===== config.mk =====
export PLATFORM = sky130hd
export DESIGN_NAME = memctl_csr
export DESIGN_NICKNAME = d
export VERILOG_FILES = /design/src/rtl/memctl_csr_pkg.sv /design/src/rtl/memctl_csr_decode.sv /design/src/rtl/memctl_csr_irq_fsm.sv /design/src/rtl/memctl_csr_diag.sv /design/src/rtl/memctl_csr.sv
export SDC_FILE = /design/constraint.sdc
export NUM_CORES = 1
export LEC_CHECK = 0
export BUFFER_PORTS_ARGS = -buffer_cell sky130_fd_sc_hd__buf_2
export CELL_PAD_IN_SITES_DETAIL_PLACEMENT = 1
export CELL_PAD_IN_SITES_GLOBAL_PLACEMENT = 2
export CORE_ASPECT_RATIO = 0.5
export CORE_MARGIN = 10
export CORE_UTILIZATION = 37
export DETAILED_ROUTE_END_ITERATION = 8
export PLACE_DENSITY = 0.75
export SLEW_MARGIN = 10
export SYNTH_ARGS = -nofsm -noshare
export SYNTH_HDL_FRONTEND = slang
export SYNTH_SLANG_ARGS = --single-unit

===== constraint.sdc =====
create_clock -name clk -period 1.8 [get_ports clk]
set_clock_uncertainty 0.1 [all_clocks]
set_input_delay 0.09 -clock clk [delete_from_list [all_inputs] [get_ports clk]]
set_output_delay 0.09 -clock clk [all_outputs]
set_load 0.02 [all_outputs]

===== src/rtl/memctl_csr_pkg.sv =====
package memctl_csr_pkg;

    localparam int NUM_REGS = 9;
    localparam int DATA_W   = 32;

    localparam int IDX_ENA   = 0;
    localparam int IDX_DLY   = 1;
    localparam int IDX_FSTAT = 2;
    localparam int IDX_VID   = 3;
    localparam int IDX_FADR0 = 4;
    localparam int IDX_FADR1 = 5;
    localparam int IDX_TST   = 6;
    localparam int IDX_EVT0  = 7;
    localparam int IDX_EVT1  = 8;

    localparam logic [DATA_W-1:0] DLY_RST   = 32'h0000_0020;
    localparam logic [DATA_W-1:0] DLY_WMASK = 32'h7FFF_FFFF;
    localparam logic [DATA_W-1:0] FADR0_RST = 32'h07C0_0000;

    localparam int FS_CE = 0;
    localparam int FS_UE = 3;
    localparam int FS_ME = 16;

    typedef enum logic [1:0] {
        SZ_BYTE = 2'd0,
        SZ_HALF = 2'd1,
        SZ_WORD = 2'd2,
        SZ_RSVD = 2'd3
    } acc_size_e;

    typedef enum logic {
        IRQ_IDLE   = 1'b0,
        IRQ_ACTIVE = 1'b1
    } irq_state_e;

    function automatic logic [DATA_W-1:0] impl_code(input int variant);
        return DATA_W'(variant) << 28;
    endfunction

    function automatic logic [DATA_W-1:0] ena_wmask(input int variant);
        return (variant == 0) ? 32'h0000_0103 : 32'h0000_0BFF;
    endfunction

    function automatic logic [DATA_W-1:0] ena_keep(input int variant);
        return (variant == 0) ? 32'h0000_0100 : 32'hFF00_0BFC;
    endfunction

endpackage


===== src/rtl/memctl_csr_decode.sv =====
module memctl_csr_decode
    import memctl_csr_pkg::*;
#(
    parameter int ADDR_W   = 6,
    parameter int NREG     = NUM_REGS,
    parameter int DIAG_IDX = 2
) (
    input  logic              req_valid,
    input  logic              req_write,
    input  logic              req_diag,
    input  logic [ADDR_W-1:0] req_addr,
    input  logic [1:0]        req_size,
    output logic [NREG-1:0]   wr_sel,
    output logic              main_rd,
    output logic [ADDR_W-3:0] rd_idx,
    output logic              diag_wr,
    output logic              diag_rd,
    output logic [DIAG_IDX-1:0] diag_idx
);
    localparam int IDX_W = ADDR_W - 2;

    logic             main_ok;
    logic             diag_ok;
    logic [IDX_W-1:0] word_idx;

    always_comb begin
        word_idx = req_addr[ADDR_W-1:2];
        main_ok  = req_valid && !req_diag && (req_size == SZ_WORD);
        diag_ok  = req_valid &&  req_diag && (req_size == SZ_BYTE);
        main_rd  = main_ok && !req_write;
        rd_idx   = word_idx;
        diag_wr  = diag_ok &&  req_write;
        diag_rd  = diag_ok && !req_write;
        diag_idx = req_addr[DIAG_IDX-1:0];
    end

    for (genvar g = 0; g < NREG; g++) begin : g_wsel
        assign wr_sel[g] = main_ok && req_write && (word_idx == IDX_W'(g));
    end

endmodule


===== src/rtl/memctl_csr_irq_fsm.sv =====
module memctl_csr_irq_fsm
    import memctl_csr_pkg::*;
(
    input  logic clk,
    input  logic rst_n,
    input  logic warm_clr,
    input  logic raise,
    input  logic ack,
    output logic irq
);
    irq_state_e state_q;
    irq_state_e state_d;

    always_comb begin
        state_d = state_q;
        unique case (state_q)
            IRQ_IDLE: begin
                if (!warm_clr && raise) state_d = IRQ_ACTIVE;
            end
            IRQ_ACTIVE: begin
                if (warm_clr)           state_d = IRQ_IDLE;
                else if (!raise && ack) state_d = IRQ_IDLE;
            end
        endcase
    end

    always_ff @(posedge clk or negedge rst_n) begin
        if (!rst_n) state_q <= IRQ_IDLE;
        else        state_q <= state_d;
    end

    always_comb begin
        irq = (state_q == IRQ_ACTIVE);
    end

endmodule


===== src/rtl/memctl_csr_diag.sv =====
module memctl_csr_diag #(
    parameter int DEPTH = 4,
    parameter int IDX_W = $clog2(DEPTH),
    parameter int BYTE_W = 8
) (
    input  logic              clk,
    input  logic              rst_n,
    input  logic              wr_en,
    input  logic [IDX_W-1:0]  idx,
    input  logic [BYTE_W-1:0] wdata,
    output logic [BYTE_W-1:0] rdata
);
    logic [BYTE_W-1:0] cell_q [DEPTH];

    for (genvar e = 0; e < DEPTH; e++) begin : g_cell
        always_ff @(posedge clk or negedge rst_n) begin
            if (!rst_n)                              cell_q[e] <= '0;
            else if (wr_en && (idx == IDX_W'(e)))    cell_q[e] <= wdata;
        end
    end

    always_comb rdata = cell_q[idx];

endmodule


===== src/rtl/memctl_csr.sv =====
module memctl_csr
    import memctl_csr_pkg::*;
#(
    parameter int VARIANT = 0,
    parameter int ADDR_W  = 6
) (
    input  logic              clk,
    input  logic              rst_n,
    input  logic              warm_clr,
    input  logic              req_valid,
    input  logic              req_write,
    input  logic              req_diag,
    input  logic [ADDR_W-1:0] req_addr,
    input  logic [1:0]        req_size,
    input  logic [31:0]       req_wdata,
    output logic [31:0]       rsp_rdata,
    output logic              rsp_valid,
    input  logic              flt_valid,
    input  logic              flt_ce,
    input  logic              flt_ue,
    input  logic [7:0]        flt_syndrome,
    input  logic [3:0]        flt_dword,
    input  logic [31:0]       flt_addr0,
    input  logic [31:0]       flt_addr1,
    output logic              irq
);
    localparam logic [DATA_W-1:0] IMPL  = impl_code(VARIANT);
    localparam logic [DATA_W-1:0] WMASK = ena_wmask(VARIANT);
    localparam logic [DATA_W-1:0] KEEP  = ena_keep(VARIANT);
    localparam int DIAG_DEPTH = 4;
    localparam int DIAG_IW    = $clog2(DIAG_DEPTH);

    logic [NUM_REGS-1:0] wr_sel;
    logic                main_rd;
    logic [ADDR_W-3:0]   rd_idx;
    logic                diag_wr;
    logic                diag_rd;
    logic [DIAG_IW-1:0]  diag_idx;
    logic [7:0]          diag_rbyte;

    logic [DATA_W-1:0] ena_q, dly_q, fstat_q, vid_q;
    logic [DATA_W-1:0] fadr0_q, fadr1_q, tst_q, evt0_q, evt1_q;

    logic              fault_cap;
    logic              prior_err;
    logic              raise;
    logic [DATA_W-1:0] fstat_cap;
    logic [DATA_W-1:0] rd_word;

    memctl_csr_decode #(
        .ADDR_W  (ADDR_W),
        .NREG    (NUM_REGS),
        .DIAG_IDX(DIAG_IW)
    ) u_decode (
        .req_valid(req_valid),
        .req_write(req_write),
        .req_diag (req_diag),
        .req_addr (req_addr),
        .req_size (req_size),
        .wr_sel   (wr_sel),
        .main_rd  (main_rd),
        .rd_idx   (rd_idx),
        .diag_wr  (diag_wr),
        .diag_rd  (diag_rd),
        .diag_idx (diag_idx)
    );

    // fault capture: new status word and interrupt qualification
    always_comb begin
        fault_cap = flt_valid && ena_q[0] && (flt_ce || flt_ue) && !warm_clr;
        prior_err = fstat_q[FS_CE] || fstat_q[FS_UE] || fstat_q[FS_ME];
        fstat_cap = {15'd0, prior_err, flt_syndrome, flt_dword, flt_ue, 2'b00, flt_ce};
        raise     = fault_cap && (flt_ue || (flt_ce && ena_q[1]));
    end

    always_ff @(posedge clk or negedge rst_n) begin
        if (!rst_n) begin
            ena_q   <= IMPL;
            dly_q   <= DLY_RST;
            fstat_q <= '0;
            vid_q   <= '0;
            fadr0_q <= FADR0_RST;
            fadr1_q <= '0;
            tst_q   <= '0;
            evt0_q  <= '0;
            evt1_q  <= '0;
        end else if (warm_clr) begin
            ena_q   <= (ena_q & KEEP) | IMPL;
            dly_q   <= DLY_RST;
            fstat_q <= '0;
            vid_q   <= '0;
            fadr0_q <= FADR0_RST;
            fadr1_q <= '0;
            tst_q   <= '0;
            evt0_q  <= '0;
            evt1_q  <= '0;
        end else begin
            if (wr_sel[IDX_ENA]) ena_q  <= (req_wdata & WMASK) | IMPL;
            if (wr_sel[IDX_DLY]) dly_q  <= req_wdata & DLY_WMASK;
            if (wr_sel[IDX_VID]) vid_q  <= req_wdata;
            if (wr_sel[IDX_TST]) tst_q  <= req_wdata;
            if (wr_sel[IDX_EVT0]) evt0_q <= req_wdata;
            if (wr_sel[IDX_EVT1]) evt1_q <= req_wdata;
            if (fault_cap) begin
                fstat_q <= fstat_cap;
                fadr0_q <= flt_addr0;
                fadr1_q <= flt_addr1;
            end else if (wr_sel[IDX_FSTAT]) begin
                fstat_q <= req_wdata;
            end
        end
    end

    memctl_csr_irq_fsm u_irq (
        .clk     (clk),
        .rst_n   (rst_n),
        .warm_clr(warm_clr),
        .raise   (raise),
        .ack     (wr_sel[IDX_FSTAT]),
        .irq     (irq)
    );

    if (VARIANT == 0) begin : g_diag
        memctl_csr_diag #(
            .DEPTH (DIAG_DEPTH),
            .IDX_W (DIAG_IW),
            .BYTE_W(8)
        ) u_diag (
            .clk  (clk),
            .rst_n(rst_n),
            .wr_en(diag_wr),
            .idx  (diag_idx),
            .wdata(req_wdata[7:0]),
            .rdata(diag_rbyte)
        );
    end else begin : g_no_diag
        assign diag_rbyte = 8'h00;
    end

    always_comb begin
        case (32'(rd_idx))
            IDX_ENA:   rd_word = ena_q;
            IDX_DLY:   rd_word = dly_q;
            IDX_FSTAT: rd_word = fstat_q;
            IDX_VID:   rd_word = vid_q;
            IDX_FADR0: rd_word = fadr0_q;
            IDX_FADR1: rd_word = fadr1_q;
            IDX_TST:   rd_word = tst_q;
            IDX_EVT0:  rd_word = evt0_q;
            IDX_EVT1:  rd_word = evt1_q;
            default:   rd_word = '0;
        endcase
    end

    always_ff @(posedge clk or negedge rst_n) begin
        if (!rst_n) begin
            rsp_valid <= 1'b0;
            rsp_rdata <= '0;
        end else begin
            rsp_valid <= req_valid && !req_write;
            if (main_rd)      rsp_rdata <= rd_word;
            else if (diag_rd) rsp_rdata <= {24'd0, diag_rbyte};
            else              rsp_rdata <= '0;
        end
    end

endmodule


==> results.md, run 1 <==
* Flops & latches, synth at 324
* GP Congestion at 0.810
* Fin area at 19000 um^2
* CP Data Arrival Time at 2.07 ns
* Via density at 5.48
* Ports at 159
* Antenna violations before repair at 2
* Power, Total at 16.3 mW
* WL met2 at 27200 um
* Chip Width at 302 um
* Worst-Margin Slew at 0.675 ns
* Fin crit period at 1.73 ns
* Dpl hpwl at 35600 um
* CP Data Required Time at 2.14 ns
* Gate Count Post-Synth at 1535
* Total CTS buffers at 31
* Commonest non-fill, non-tap cells in the layout: nand2_1 (514), dfrtp_1 (317), a21oi_1 (246)
* Initial Util at 0.376
* DR pass1 iterations at 5
* Detailed Route Iter0 Violations at 907
* Count of final hold-check violations at 0
* Most common cell after layout, fill and taps aside: nand2_1
* DRC errors left at 0
* CTS Buffer Depth at 3
* Total Neg Setup Slack at 0 ns
* Clk_lat worst skew at 0.59 ns
* RSZ-0062 raised after global routing: false
* Yosys warns at 0
* Net count after synthesis at 1660
* Top Metal Used: met4
* Mapped cell area at 14700 um^2
* Total gr overflow at 0
* Final setup fails at 0
* Largest net degree at the start of global routing at 139
* DP Area at 16700 um^2
* First-pass GRT wire length at 85600 um
* Final Max Tran Viols at 0
* Cell Pwr Density at 857 nW/um^2
* Nets@finish at 1920
* Port bufs at 158
* Total GRT Usage at 0.225
* Worst-path clk slew at 0.07 ns
* Hold Slack at 0.0305 ns
* Leakage at 8.10 nW
* DIE AREA at 48600 um^2
* Post-synth ARST share at 1.00
* Std-Cell Rows at 51
* Ratio of final minimum period to clock period at 0.960
* Fin util at 0.487
* Share of cells above drive strength 1 at 0.214
* DR vias at 12900
* Post-CTS Setup Bufs at 0
* Status: finished clean
* Core area at 39100 um^2
* Critical Path Source Type: input pin
* Met3 wire length at 2490 um
* F_max at 0.579 GHz
* Kind of critical path: input pin to flip-flop
* Root Buffer: clkbuf_16
* Max Cap Viol at 0
* TritonCTS clock tree: done
* Slew headroom at 0.550
* Worst hold path class: input pin to flip-flop
* Peak VDD IR at 0.000917 V
* R2R setup slack at 0.10 ns
* Routed length per placed instance at 23.5 um
* CP Capture Type: flip-flop
* Post-Route WL at 55200 um
* Vias in the first global route at 14300
* Clock sink total at 324
* Seq/Total Area, Yosys at 0.552
* Avg Inst Size Synth at 9.58 um^2
* Die height at 161 um
* Distinct cells, synth at 57
* Deepest level of the CTS H-tree at 1
* Number of routed nets with antenna violations at 0
* Main synth FF type: dfrtp_1
* Area growth from synthesis to layout at 29.5%
* Metal-1 WL at 24600 um
* Crit Path Max Fanout at 13
* Post-synth EDFFs at 0
-- through the flow --
stage,setup WS [ns],cells
floorplan,0.153,1535
global placement,-0.0543,2175
detailed placement,-0.104,2175
CTS,0.0000318,2349
global route,0.0147,2351
finish,0.0722,2351
-- worst max-delay path, stage by stage --
cell,delay (ns)
dlygate4sd3_1,0.55
buf_2,0.16
buf_4,0.17
nor2b_1,0.23
nand3_2,0.21
buf_4,0.26
o31ai_1,0.39
-- final timing paths --
check | from | cells past startpoint | end
worst max-delay path | req_write | 7 | rsp_rdata[4]$_DFF_PN0_
worst max register to register | ena_q[0]$_DFFE_PN0P_ | 5 | fstat_q[16]$_DFFE_PN0P_
max in group asynchronous | rst_n | 3 | fadr0_q[25]$_DFFE_PN1P_
min in group asynchronous | rst_n | 3 | dly_q[1]$_DFFE_PN0P_
worst min-delay path | req_diag | 6 | u_irq.irq$_DFF_PN0_
worst min register to register | fstat_q[19]$_DFFE_PN0P_ | 2 | fstat_q[19]$_DFFE_PN0P_
-- state kept, by name, indices dropped and copies added (netlist names) --
| signal | cells |
|---|---|
| fstat_q | 32 |
| fadr0_q | 32 |
| evt1_q | 32 |
| ena_q | 3 |
| vid_q | 32 |
| rsp_valid | 1 |
| evt0_q | 32 |
| g_diag.u_diag.cell_q | 32 |
| fadr1_q | 32 |
| dly_q | 31 |
| tst_q | 32 |
| u_irq.irq | 1 |
| rsp_rdata | 32 |
-- cell usage after synthesis, types with 3 or more instances --
master,number,area share
nand2_1,514,0.13
dfrtp_1,318,0.54
a21oi_1,246,0.084
clkbuf_1,74,0.019
a221oi_1,41,0.024
a22o_1,41,0.024
buf_2,38,0.013
mux2_2,33,0.025
mux2i_1,22,0.015
nand3_1,18,0.0061
o21ai_0,18,0.0061
buf_4,15,0.0077
o31ai_1,14,0.0072
mux4_2,12,0.018
buf_1,9,0.0023
nor2_1,9,0.0023
a22oi_1,8,0.0041
a31oi_1,8,0.0034
nand3b_1,8,0.0041
dfstp_2,6,0.011
o21ai_1,6,0.0020
a222oi_1,5,0.0034
and3_1,5,0.0021
nand4b_1,5,0.0030
nand2b_1,4,0.0017
nor2b_1,4,0.0017
o211ai_1,4,0.0020
buf_6,3,0.0023
inv_1,3,0.00077
nor4_1,3,0.0013
nor4b_4,3,0.0049
or3b_2,3,0.0018
-- cell type report --
type                            instances  area (um^2)
Antenna cell                            2         5.00
Clock buffer                           38          862
Clock inverter                         19          277
Fill cell                            4401        20000
Inverter                                3         11.3
Multi-Input combinational cell       1069         6010
Sequential cell                       324         8120
Tap cell                              530          663
Timing Repair Buffer                  366         3090
-- power by group --
part	switching (mW)	internal (mW)
combinational	0.752	0.593
sequential	0.0881	7.44
clock	3.06	4.39
total	3.90	12.4
-- metal layers --
metal	track usage	vias to the layer above
met1	0.298	6678
met5	0	-
met2	0.385	317
met4	0.0482	0
met3	0.0311	69
li1	-	5827
-- repair_timing --
| action | 4_1_cts | 5_1_grt |
|---|---|---|
| endpoints found under the setup margin | 1 | 49 |
| resized for setup | 0 | 3 |
| hold buffers | 117 | 0 |
| endpoints found under the hold margin | 613 | 0 |
| pin swaps | 1 | 0 |
-- cells by family (layout without fill, tap and decap cells) --
family / count (synthesis) / after routing / share of synthesized area
and+or+nand+nor: 596 / 596 / 0.173
AOI/OAI and AO/OA: 406 / 406 / 0.172
DFF: 324 / 324 / 0.552
buffers and inverters: 142 / 426 / 0.0449
muxes: 67 / 67 / 0.0586
other: 0 / 2 / 0
No activity file was read; power rests on OpenSTA's default activity.
==> run 2, diff against run 1 <==
Settings changed: SETUP_SLACK_MARGIN from default to 0.3.
==> run 2 against run 1 <==
Against the previous run: the flow now finishes with violations (negative hold slack); sequential share of layout area fell by 3.7 points; non-clock buffer count rose by 61; first-iteration DRC count increased by 4.3%; global-route usage increased by 0.82 points; utilization increased by 4.7 points; clock-buffer cell count grew 11; register-to-register slack about the same; final cell count increased by 2.6%; sequential power barely moved.
==> results.md, run 2 (synthesis results as in run 1) <==
* DR pass1 iterations at 5 (unchanged)
* Vias in the first global route at 14600 (+2.3%)
* DRC errors left at 0 (unchanged)
* Routed length per placed instance at 25.3 um (+7.8%)
* Max Cap Viol at 0 (unchanged)
* Dpl cells at 2190 (+0.69%)
* Commonest non-fill, non-tap cells in the layout: nand2_1 (432), dfrtp_1 (318), a21oi_1 (189)
* Kind of critical path: flip-flop to flip-flop
* Die height at 161 um (unchanged)
* Critical Path Stages at 7 (unchanged)
* Worst-Margin Slew at 0.771 ns (+0.0963 ns)
* Ratio of final minimum period to clock period at 0.944 (-0.0157)
* DR vias at 13500 (+4.8%)
* CP Cell Sequence: buf_4 -> o211ai_1 -> buf_6 -> buf_4 -> buf_12 -> nand2_2 -> a21oi_2
* Clk_lat worst skew at 0.59 ns (about the same)
* Crit path from: ena_q[0]$_DFFE_PN0P_
* Nets@finish at 1981 (+3.2%)
* Fin area at 20900 um^2 (+9.6%)
* Status: finished, violations left
* Crit Path Max Fanout at 6 (-7)
* RSZ-0062 raised after global routing: true
* CP peak stage delay at 0.42 ns (-0.13 ns)
* Root Buffer: clkbuf_16
* CP Buf/Inv Count at 4 (unchanged)
* Worst-path clk slew at 0.07 ns (about the same)
* DP Area at 16700 um^2 (+0.25%)
* DIE AREA at 48600 um^2 (unchanged)
* Port bufs at 158 (unchanged)
* Peak VDD IR at 0.000662 V (-28%)
* Via density at 5.60 (+2.1%)
* Deepest level of the CTS H-tree at 1 (unchanged)
* Final setup fails at 0 (unchanged)
* F_max at 0.588 GHz (+1.7%)
* CTS Buffer Depth at 3 (unchanged)
* Fin crit period at 1.70 ns (-0.0283 ns)
* Hold Buf Count CTS at 116 (-0.85%)
* Post-Route WL at 61100 um (+11%)
* TritonCTS clock tree: done
* Leakage at 8.81 nW (+8.8%)
* Count of final hold-check violations at 45 (+45)
* Total GRT Usage at 0.233 (+0.00821)
* Slowest-stage cell, CP: dfrtp_1
* CP Data Required Time at 2.22 ns (+0.08 ns)
* CP delay by family, top: buffers and inverters
* Dpl hpwl at 36300 um (+2.0%)
* Failing checks: negative hold slack
* Antenna violations before repair at 1 (-1)
* Critical Path Source Type: flip-flop
* Clock sink total at 324 (unchanged)
* Cell seen most often among critical-path stages: buf_4
* Worst hold path class: input pin to asynchronous set/reset pin
* Largest net degree at the start of global routing at 95 (-32%)
* Total CTS buffers at 31 (unchanged)
* Slew headroom at 0.486 (-0.0642)
* Total gr overflow at 0 (unchanged)
* CP Capture Type: flip-flop
* CP Capture Point: fadr0_q[27]$_DFFE_PN0P_
* CP Data Arrival Time at 2.12 ns (+0.05 ns)
* Ports at 159 (unchanged)
* Std-Cell Rows at 51 (unchanged)
* Hold Slack at -0.0667 ns (-0.0972 ns)
* Initial Util at 0.376 (unchanged)
* R2r worst-path depth at 7 (+2)
* Cell Pwr Density at 775 nW/um^2 (-9.6%)
* Most common cell after layout, fill and taps aside: nand2_1
* Area growth from synthesis to layout at 41.9%
* Worst r2r dst: fadr0_q[27]$_DFFE_PN0P_
* Fin util at 0.534 (+0.0466)
* Number of routed nets with antenna violations at 0 (unchanged)
* First-pass GRT wire length at 88500 um (+3.4%)
* Share of cells above drive strength 1 at 0.327 (+0.114)
* Worst R2R Start: ena_q[0]$_DFFE_PN0P_
* Chip Width at 302 um (unchanged)
* Detailed Route Iter0 Violations at 946 (+4.3%)
* GP Congestion at 0.858 (+5.9%)
* R2R setup slack at 0.10 ns (about the same)
* Final Max Tran Viols at 0 (unchanged)
* Non-Filler Instances at 2412 (+2.6%)
* Core area at 39100 um^2 (unchanged)
run 2: changes by cell type in the layout (fill, tap and decap cells not counted), sizes merged, moves of 4 or more:
cell / delta
clkbuf: +19
clkinv: -6
bufinv: -4
buf: +53
run 2: final cells by class:
class / instances / area, um^2
Antenna cell: 1 / 2.50
Clock buffer: 49 / 943
Clock inverter: 9 / 124
Fill cell: 4258 / 18200
Inverter: 3 / 11.3
Multi-Input combinational cell: 1069 / 7050
Sequential cell: 324 / 8120
Tap cell: 530 / 663
Timing Repair Buffer: 427 / 3950
run 2: what timing repair did:
item                                    in CTS  in global routing
resized for setup                           61                251
pin swaps                                   22                110
endpoints found under the hold margin      614                 17
gates cloned                                 7                 14
endpoints found under the setup margin      36                104
setup buffers                               13                 13
run 2: metrics by stage:
stage	power [mW]	worst slack, ns	setup TNS (ns)
final	16.2	0.100	0
after global routing	16.8	0.0449	0
after CTS	16.2	0.133	0
after detailed placement	8.83	-0.107	-3.96
after global placement	8.77	-0.0891	-0.233
after floorplan	8.15	0.248	0
run 2: per-layer routing:
metal	part of all wire	routed length, um	track usage	vias up
li1	-	-	-	5971
met1	0.44	26700	0.309	7082
met2	0.49	29800	0.398	353
met3	0.049	2970	0.0323	100
met4	0.026	1570	0.0522	0
met5	0	0	0	-
run 2: worst min-delay path by stage:
stage | startpoint | endpoint | cells past startpoint
2_1_floorplan | rst_n | dly_q[0]$_DFFE_PN0P_ | 0
3_3_place_gp | rst_n | g_diag.u_diag.cell_q[4]$_DFFE_PN0P_ | 1
3_5_place_dp | rst_n | g_diag.u_diag.cell_q[8]$_DFFE_PN0P_ | 1
4_1_cts | rst_n | g_diag.u_diag.cell_q[8]$_DFFE_PN0P_ | 2
5_1_grt | rst_n | g_diag.u_diag.cell_q[8]$_DFFE_PN0P_ | 2
6_report | rst_n | g_diag.u_diag.cell_q[8]$_DFFE_PN0P_ | 2
run 2: where the power goes:
group | internal, mW | total (mW) | switching (mW) | leakage, nW
Clock | 4.01 | 7.03 | 3.02 | 0.530
Combinational | 0.716 | 1.59 | 0.876 | 3.82
Sequential | 7.44 | 7.55 | 0.107 | 4.45
